File: src/rtl/rss_queue_select.sv
`timescale 1ns/1ps
module rss_queue_select #(
  parameter int KEY_BYTES = 44,
  parameter int TBL_DEPTH = 16,
  parameter int QID_W = 6,
  localparam int KEY_WORDS = (KEY_BYTES + 3) / 4,
  localparam int TI_W = $clog2(TBL_DEPTH),
  localparam int KW_W = $clog2(KEY_WORDS),
  localparam int RA_W = (KW_W > TI_W) ? KW_W : TI_W
) (
  input  logic              clk,
  input  logic              rst_n,
  input  logic              in_valid,
  output logic              in_ready,
  input  logic              in_ipv6,
  input  logic [127:0]      in_src_addr,
  input  logic [127:0]      in_dst_addr,
  input  logic [15:0]       in_src_port,
  input  logic [15:0]       in_dst_port,
  input  logic              in_has_ports,
  input  logic              in_more_frag,
  input  logic [12:0]       in_frag_off,
  input  logic [19:0]       in_flow_label,
  input  logic              cfg_flow_label_en,
  input  logic [TI_W:0]     cfg_tbl_len,
  input  logic              reg_we,
  input  logic              reg_tbl,
  input  logic [RA_W-1:0]   reg_addr,
  input  logic [31:0]       reg_wdata,
  output logic [31:0]       reg_rdata,
  output logic              out_valid,
  input  logic              out_ready,
  output logic [31:0]       out_hash,
  output logic [QID_W-1:0]  out_queue
);
  localparam int KEY_BITS = KEY_WORDS * 32;
  localparam int MSG_BITS = 320;

  typedef enum logic [1:0] {S_IDLE, S_HASH, S_LOOK, S_OUT} state_t;

  state_t              st;
  logic [MSG_BITS-1:0] msg, msg_in;
  logic [KEY_BITS-1:0] key_sh, key_flat;
  logic [5:0]          cnt, len_in;
  logic [31:0]         hash, step, rem, addr32, len32;
  logic [QID_W-1:0]    q;
  logic [31:0]         key_mem [KEY_WORDS];
  logic [QID_W-1:0]    tbl [TBL_DEPTH];
  logic                frag, four;

  for (genvar w = 0; w < KEY_WORDS; w++) begin : g_key
    assign key_flat[KEY_BITS-1-32*w -: 32] = key_mem[w];
  end

  assign frag = !in_ipv6 && (in_more_frag || in_frag_off != 13'd0);
  assign four = in_has_ports && !frag;

  always_comb begin
    if (!in_ipv6) begin
      msg_in = {in_src_addr[31:0], in_dst_addr[31:0], in_src_port, in_dst_port, 224'd0};
      len_in = four ? 6'd12 : 6'd8;
    end else if (cfg_flow_label_en) begin
      msg_in = {12'd0, in_flow_label, in_src_addr, in_dst_addr, in_src_port, in_dst_port};
      len_in = four ? 6'd40 : 6'd36;
    end else begin
      msg_in = {in_src_addr, in_dst_addr, in_src_port, in_dst_port, 32'd0};
      len_in = four ? 6'd36 : 6'd32;
    end
  end

  always_comb begin
    step = hash;
    for (int b = 0; b < 8; b++)
      if (msg[MSG_BITS-1-b]) step = step ^ key_sh[KEY_BITS-1-b -: 32];
  end

  assign len32 = (32'(cfg_tbl_len) > TBL_DEPTH) ? TBL_DEPTH : 32'(cfg_tbl_len);
  assign rem   = (len32 == 32'd0) ? 32'd0 : hash % len32;

  always_ff @(posedge clk or negedge rst_n) begin
    if (!rst_n) begin
      st <= S_IDLE;
      msg <= '0;
      key_sh <= '0;
      cnt <= '0;
      hash <= '0;
      q <= '0;
    end else begin
      case (st)
        S_IDLE: if (in_valid) begin
          msg <= msg_in;
          key_sh <= key_flat;
          cnt <= len_in;
          hash <= '0;
          st <= S_HASH;
        end
        S_HASH: begin
          hash <= step;
          msg <= msg << 8;
          key_sh <= key_sh << 8;
          cnt <= cnt - 6'd1;
          if (cnt == 6'd1) st <= S_LOOK;
        end
        S_LOOK: begin
          q <= tbl[rem[TI_W-1:0]];
          st <= S_OUT;
        end
        default: if (out_ready) st <= S_IDLE;
      endcase
    end
  end

  assign addr32 = 32'(reg_addr);

  always_ff @(posedge clk or negedge rst_n) begin
    if (!rst_n) begin
      for (int i = 0; i < KEY_WORDS; i++) key_mem[i] <= '0;
      for (int i = 0; i < TBL_DEPTH; i++) tbl[i] <= '0;
    end else if (reg_we) begin
      if (reg_tbl && addr32 < TBL_DEPTH) tbl[reg_addr[TI_W-1:0]] <= reg_wdata[QID_W-1:0];
      if (!reg_tbl && addr32 < KEY_WORDS) key_mem[reg_addr[KW_W-1:0]] <= reg_wdata;
    end
  end

  always_comb begin
    reg_rdata = '0;
    if (reg_tbl && addr32 < TBL_DEPTH) reg_rdata = 32'(tbl[reg_addr[TI_W-1:0]]);
    if (!reg_tbl && addr32 < KEY_WORDS) reg_rdata = key_mem[reg_addr[KW_W-1:0]];
  end

  assign in_ready  = (st == S_IDLE);
  assign out_valid = (st == S_OUT);
  assign out_hash  = hash;
  assign out_queue = q;
endmodule

File: config.mk
export PLATFORM = sky130hd
export DESIGN_NAME = rss_queue_select
export DESIGN_NICKNAME = d
export VERILOG_FILES = /design/src/rtl/rss_queue_select.sv
export SDC_FILE = /design/constraint.sdc
export NUM_CORES = 2
export LEC_CHECK = 0
export BUFFER_PORTS_ARGS = -buffer_cell sky130_fd_sc_hd__buf_2
export CORE_ASPECT_RATIO = 1.25
export CORE_UTILIZATION = 50
export CTS_BUF_LIST = sky130_fd_sc_hd__clkbuf_2 sky130_fd_sc_hd__clkbuf_4 sky130_fd_sc_hd__clkbuf_8
export DETAILED_ROUTE_END_ITERATION = 8
export PLACE_DENSITY_LB_ADDON = 0.05
export SYNTH_ARGS = -nofsm -noshare
export SYNTH_HDL_FRONTEND = slang
export SYNTH_SLANG_ARGS = --single-unit
export TNS_END_PERCENT = 20
File: constraint.sdc
create_clock -name clk -period 96 [get_ports clk]
set_input_delay 14.4 -clock clk [delete_from_list [all_inputs] [get_ports clk]]
set_output_delay 14.4 -clock clk [all_outputs]
set_load 0.02 [all_outputs]
==> impl.org <==
** Status
- The flow ran to the end, but the final reports show violations.
- Failing checks :: DRC

** CTS
- Total clock sinks :: between 1000 and 1500
- At the later pin of the worst-skew pair, clock insertion delay measures ~950 ps.
- Root Driver :: sky130_fd_sc_hd__clkbuf_8
- The H-tree generated during clock tree synthesis spans 4 levels.
- Max Root-Sink Buffers :: 3
- CTS tree :: built
- Clock transition time at the flip-flop clock pins of the worst setup and hold paths :: roughly 60 ps
- Total clock buffers created by CTS :: 190

** Final layout
- In the final layout, the share of cells above drive strength 1 is 0.2103.
- The layout has 14080 filler cells.
- Nets :: between 8000 and 9000
- Number of standard cells in the final layout excluding fillers :: ~11000
- The area growth from synthesis to layout is 10.30%.

** Yosys
- The cell count after synthesis came out at 8232.
- The share of the Yosys chip area taken by registers is 0.3762.
- Mapped Area :: around 78000 µm²
- Count of state elements after synthesis :: between 1000 and 1500
- A synthesized cell averages 9.423 µm².
- Top FF cell, synth :: sky130_fd_sc_hd__dfrtp_1
- Counting distinct cell types in the post-synthesis netlist gives 160.
- During synthesis, Yosys emitted a total of 0 warnings.
- Async set-or-reset flop fraction in the synthesized netlist :: 1.000
- Counting flops with a built-in enable in the synthesized netlist gives 0.
- Synthesized net count :: roughly 8800

** Place
- The number of placed instances, taps included, is 10160.
- Input and output buffers added on the ports amount to 443.
- The wire-length estimate of the detail-placed layout is between 150000 and 200000 µm.
- The congestion estimate from routability-driven global placement came to about 0.99.

** Timing
- Count of endpoints failing hold in the final timing report :: 0
- Measured against its own limit, the worst slew margin works out to 0.09178.
- Final critical-path required period :: roughly 90000 ps
- Between clock sinks in the finished design, the worst skew comes to around 81 ps.
- At the pin with the least slew margin, the transition time is approximately 1400 ps.
- Max Transition Viols Final :: 0
- Share of the clock period used by the worst path after layout :: 0.9377
- For this run, the top clock speed supported by timing is 11.11 MHz.
- Count of final setup violators :: 0

** Setup path
- STA classifies the critical path endpoint as a register.
- In this run the critical register-to-register path is captured at out_queue[2].
- Following the worst setup path forward leads to its endpoint at out_queue[2].
- Category of the most critical setup path :: in -> reg
- Timing startpoint of the critical path :: cfg_tbl_len[4]
- CP required :: 96790 ps
- Crit path max fanout :: 32
- Slowest Stage Delay on Critical Path :: 600 ps
- Startpoint type of the worst setup path :: input port
- Critical path arrival :: between 90000 and 100000 ps
- Cell seen most often among critical-path stages :: sky130_fd_sc_hd__o21a_1
- Slack of the worst reg-to-reg path :: just under 20000 ps
- The startpoint identified for the worst register-to-register timing path is out_hash[31].
- Among all stages on the critical path, the largest delay is contributed by sky130_fd_sc_hd__or4_4.
- The number of cells on the worst reg-to-reg path is 346.

** Global routing
- Number of global-route vias before repair :: roughly 67000
- For this run, the total global-route usage over all layers was measured as 0.3486.
- The number of antenna violations at the first check in global routing is 50.
- Global routing finished with a remaining overflow of 0.
- Maximum number of pins on one net before global-route repair :: 240
- Global-route wire length before repair :: 424100 µm

** Routing
- For this block, the initial DRC count from the detailed router was 6765.
- Number of remaining DRC errors :: 1
- The pre-antenna-repair detailed-routing pass consisted of 9 iterations.
- Once detail routing completed, the nets flagged for antenna violations numbered 0.
- Using the TritonRoute via totals, the vias-per-cell ratio works out to about 6.6.
- Drt total wl :: around 280000 µm
- Number of vias after detailed routing :: 69920
- After detailed routing, the average wire length per cell comes to about 27 µm.

** Flow run
- Count of maximum capacitance violations :: 0

** Die
- I/O Pins :: between 400 and 500
- The die covers approximately 160000 µm².
- Std-Cell Rows :: about 160
- In this run the vertical extent of the chip is roughly 440 µm.
- The initial utilization of the core area, before any placement, comes to 0.5034.
- The region available for standard cell placement spans between 150000 and 200000 µm².
- The die is about 350 µm wide.

** Worst hold path
- The path class of the tightest hold or removal check is reg -> reg.
==> sequential cells by signal, indices dropped and copies added, names as in the netlist <==
| signal | count |
|---|---|
| cnt | 6 |
| key_flat | 352 |
| key_sh | 352 |
| msg | 320 |
| out_hash | 32 |
| out_queue | 6 |
| st | 2 |
| tbl | 96 |
==> cells in the mapped netlist (16+ instances only) <==
master | number | area (µm²)
sky130_fd_sc_hd__dfrtp_1 | 1166 | 29180
sky130_fd_sc_hd__a22oi_1 | 190 | 1426
sky130_fd_sc_hd__o21ai_0 | 455 | 2277
sky130_fd_sc_hd__ha_1 | 158 | 1977
sky130_fd_sc_hd__o31ai_1 | 69 | 518.0
sky130_fd_sc_hd__a32oi_1 | 28 | 245.2
sky130_fd_sc_hd__or3_1 | 51 | 319.1
sky130_fd_sc_hd__buf_4 | 30 | 225.2
sky130_fd_sc_hd__nor3_1 | 171 | 855.8
sky130_fd_sc_hd__o32ai_1 | 21 | 183.9
sky130_fd_sc_hd__or2_2 | 32 | 200.2
sky130_fd_sc_hd__mux4_2 | 94 | 2117
sky130_fd_sc_hd__clkbuf_1 | 518 | 1944
sky130_fd_sc_hd__o211ai_1 | 46 | 345.3
sky130_fd_sc_hd__a211oi_1 | 117 | 878.3
sky130_fd_sc_hd__and3_1 | 46 | 287.8
sky130_fd_sc_hd__nor4_1 | 39 | 244.0
sky130_fd_sc_hd__nor2b_1 | 38 | 237.7
sky130_fd_sc_hd__o21a_1 | 103 | 773.2
sky130_fd_sc_hd__a21oi_1 | 590 | 2953
sky130_fd_sc_hd__nand3_1 | 102 | 510.5
sky130_fd_sc_hd__or4_1 | 18 | 135.1
sky130_fd_sc_hd__mux2i_1 | 337 | 3373
sky130_fd_sc_hd__xor2_1 | 155 | 1358
sky130_fd_sc_hd__nand2b_1 | 40 | 250.2
sky130_fd_sc_hd__nor2_1 | 459 | 1723
sky130_fd_sc_hd__a221oi_1 | 36 | 315.3
sky130_fd_sc_hd__o2111ai_1 | 16 | 140.1
sky130_fd_sc_hd__o21ai_1 | 26 | 130.1
sky130_fd_sc_hd__a21o_1 | 40 | 300.3
sky130_fd_sc_hd__buf_2 | 19 | 95.09
sky130_fd_sc_hd__and2_1 | 81 | 506.7
sky130_fd_sc_hd__mux2_2 | 501 | 5642
sky130_fd_sc_hd__inv_1 | 115 | 431.7
sky130_fd_sc_hd__nand2_1 | 637 | 2391
sky130_fd_sc_hd__buf_1 | 86 | 322.8
sky130_fd_sc_hd__nand4_1 | 42 | 262.8
sky130_fd_sc_hd__a31oi_1 | 38 | 237.7
sky130_fd_sc_hd__o22ai_1 | 714 | 4467
sky130_fd_sc_hd__a222oi_1 | 57 | 570.6
sky130_fd_sc_hd__xnor2_1 | 276 | 2417
sky130_fd_sc_hd__a22o_1 | 32 | 280.3
==> cells by family (layout without fill, tap and decap cells) <==
kind of cell,Yosys count,in the layout,share of synthesized area
mux,937,937,0.1444
fa+ha+maj,163,163,0.02626
buf+inv,779,1039,0.04033
simple gates,1922,1923,0.1231
other cells,0,32,0
xor+xnor,433,433,0.04916
flops,1166,1166,0.3762
compound gates,2832,2833,0.2407
==> worst max-delay path, delay by kind of cell <==
kind,cells,cell delay (ps)
mux,9,2880
compound gates,160,31950
fa+ha+maj,31,9280
buf+inv,9,1700
simple gates,139,30450
==> cell type report <==
type	count	area [µm²]	share of cell area
Multi-Input combinational cell	6289	45820	0.5355
Clock inverter	26	314.1	0.003671
Inverter	117	446.7	0.005221
Sequential cell	1166	29180	0.3410
Clock buffer	309	3759	0.04393
Tap cell	2037	2549	0.02979
Timing Repair Buffer	587	3413	0.03989
Antenna cell	32	80.08	0.0009359
==> what timing repair did <==
action	in CTS	in global routing
cloned	0	2
hold buffers	0	0
hold endpoints to repair	0	0
pin swaps	0	17
resized for setup	3	91
buffers inserted	0	30
setup endpoints to repair	6	6
==> layer usage <==
metal / share of wire / up-vias / track usage / wire [µm]
met5: 0.00050 / - / 0 / 142
met3: 0.064 / 620 / 0.05649 / 17910
met2: 0.47 / 2626 / 0.5620 / 133000
met4: 0.054 / 22 / 0.1788 / 15060
li1: - / 31580 / - / -
met1: 0.41 / 35070 / 0.4510 / 115100
==> worst min-delay path by stage <==
stage / from / end / depth (start not counted)
finish: msg[311] / msg[311] / 2
floorplan: msg[311] / msg[311] / 2
global route: msg[256] / msg[256] / 2
CTS: msg[311] / msg[311] / 2
detailed placement: msg[311] / msg[311] / 2
global placement: msg[311] / msg[311] / 2
==> metrics by stage <==
stage               cell area (µm²)  hold slack, ps  utilization  TNS [ps]  setup slack (ps)
floorplan                     77570           443.2            -         0              7669
global placement              80750           460.3       0.5240         0              1376
detailed placement            80750           467.4       0.5240     -6257             -1154
CTS                           84840           480.8       0.5505         0             88.54
global route                  85550           499.7       0.5551     -1244            -230.9
finish                        85560           480.4       0.5552         0              5978
==> layout by cell type, fill, tap and decap left out, drive strengths merged, types with 156 or more instances in the layout <==
master,instances
mux2,505
a21oi,593
nor2,465
a22oi,194
xnor2,276
clkbuf,309
o21ai,487
xor2,156
o22ai,718
nand2,638
buf,587
mux2i,338
ha,158
nor3,180
dfrtp,1166
Power is not shown: default switching activity piles up to over one toggle a cycle in this logic, so the estimate is an artifact.
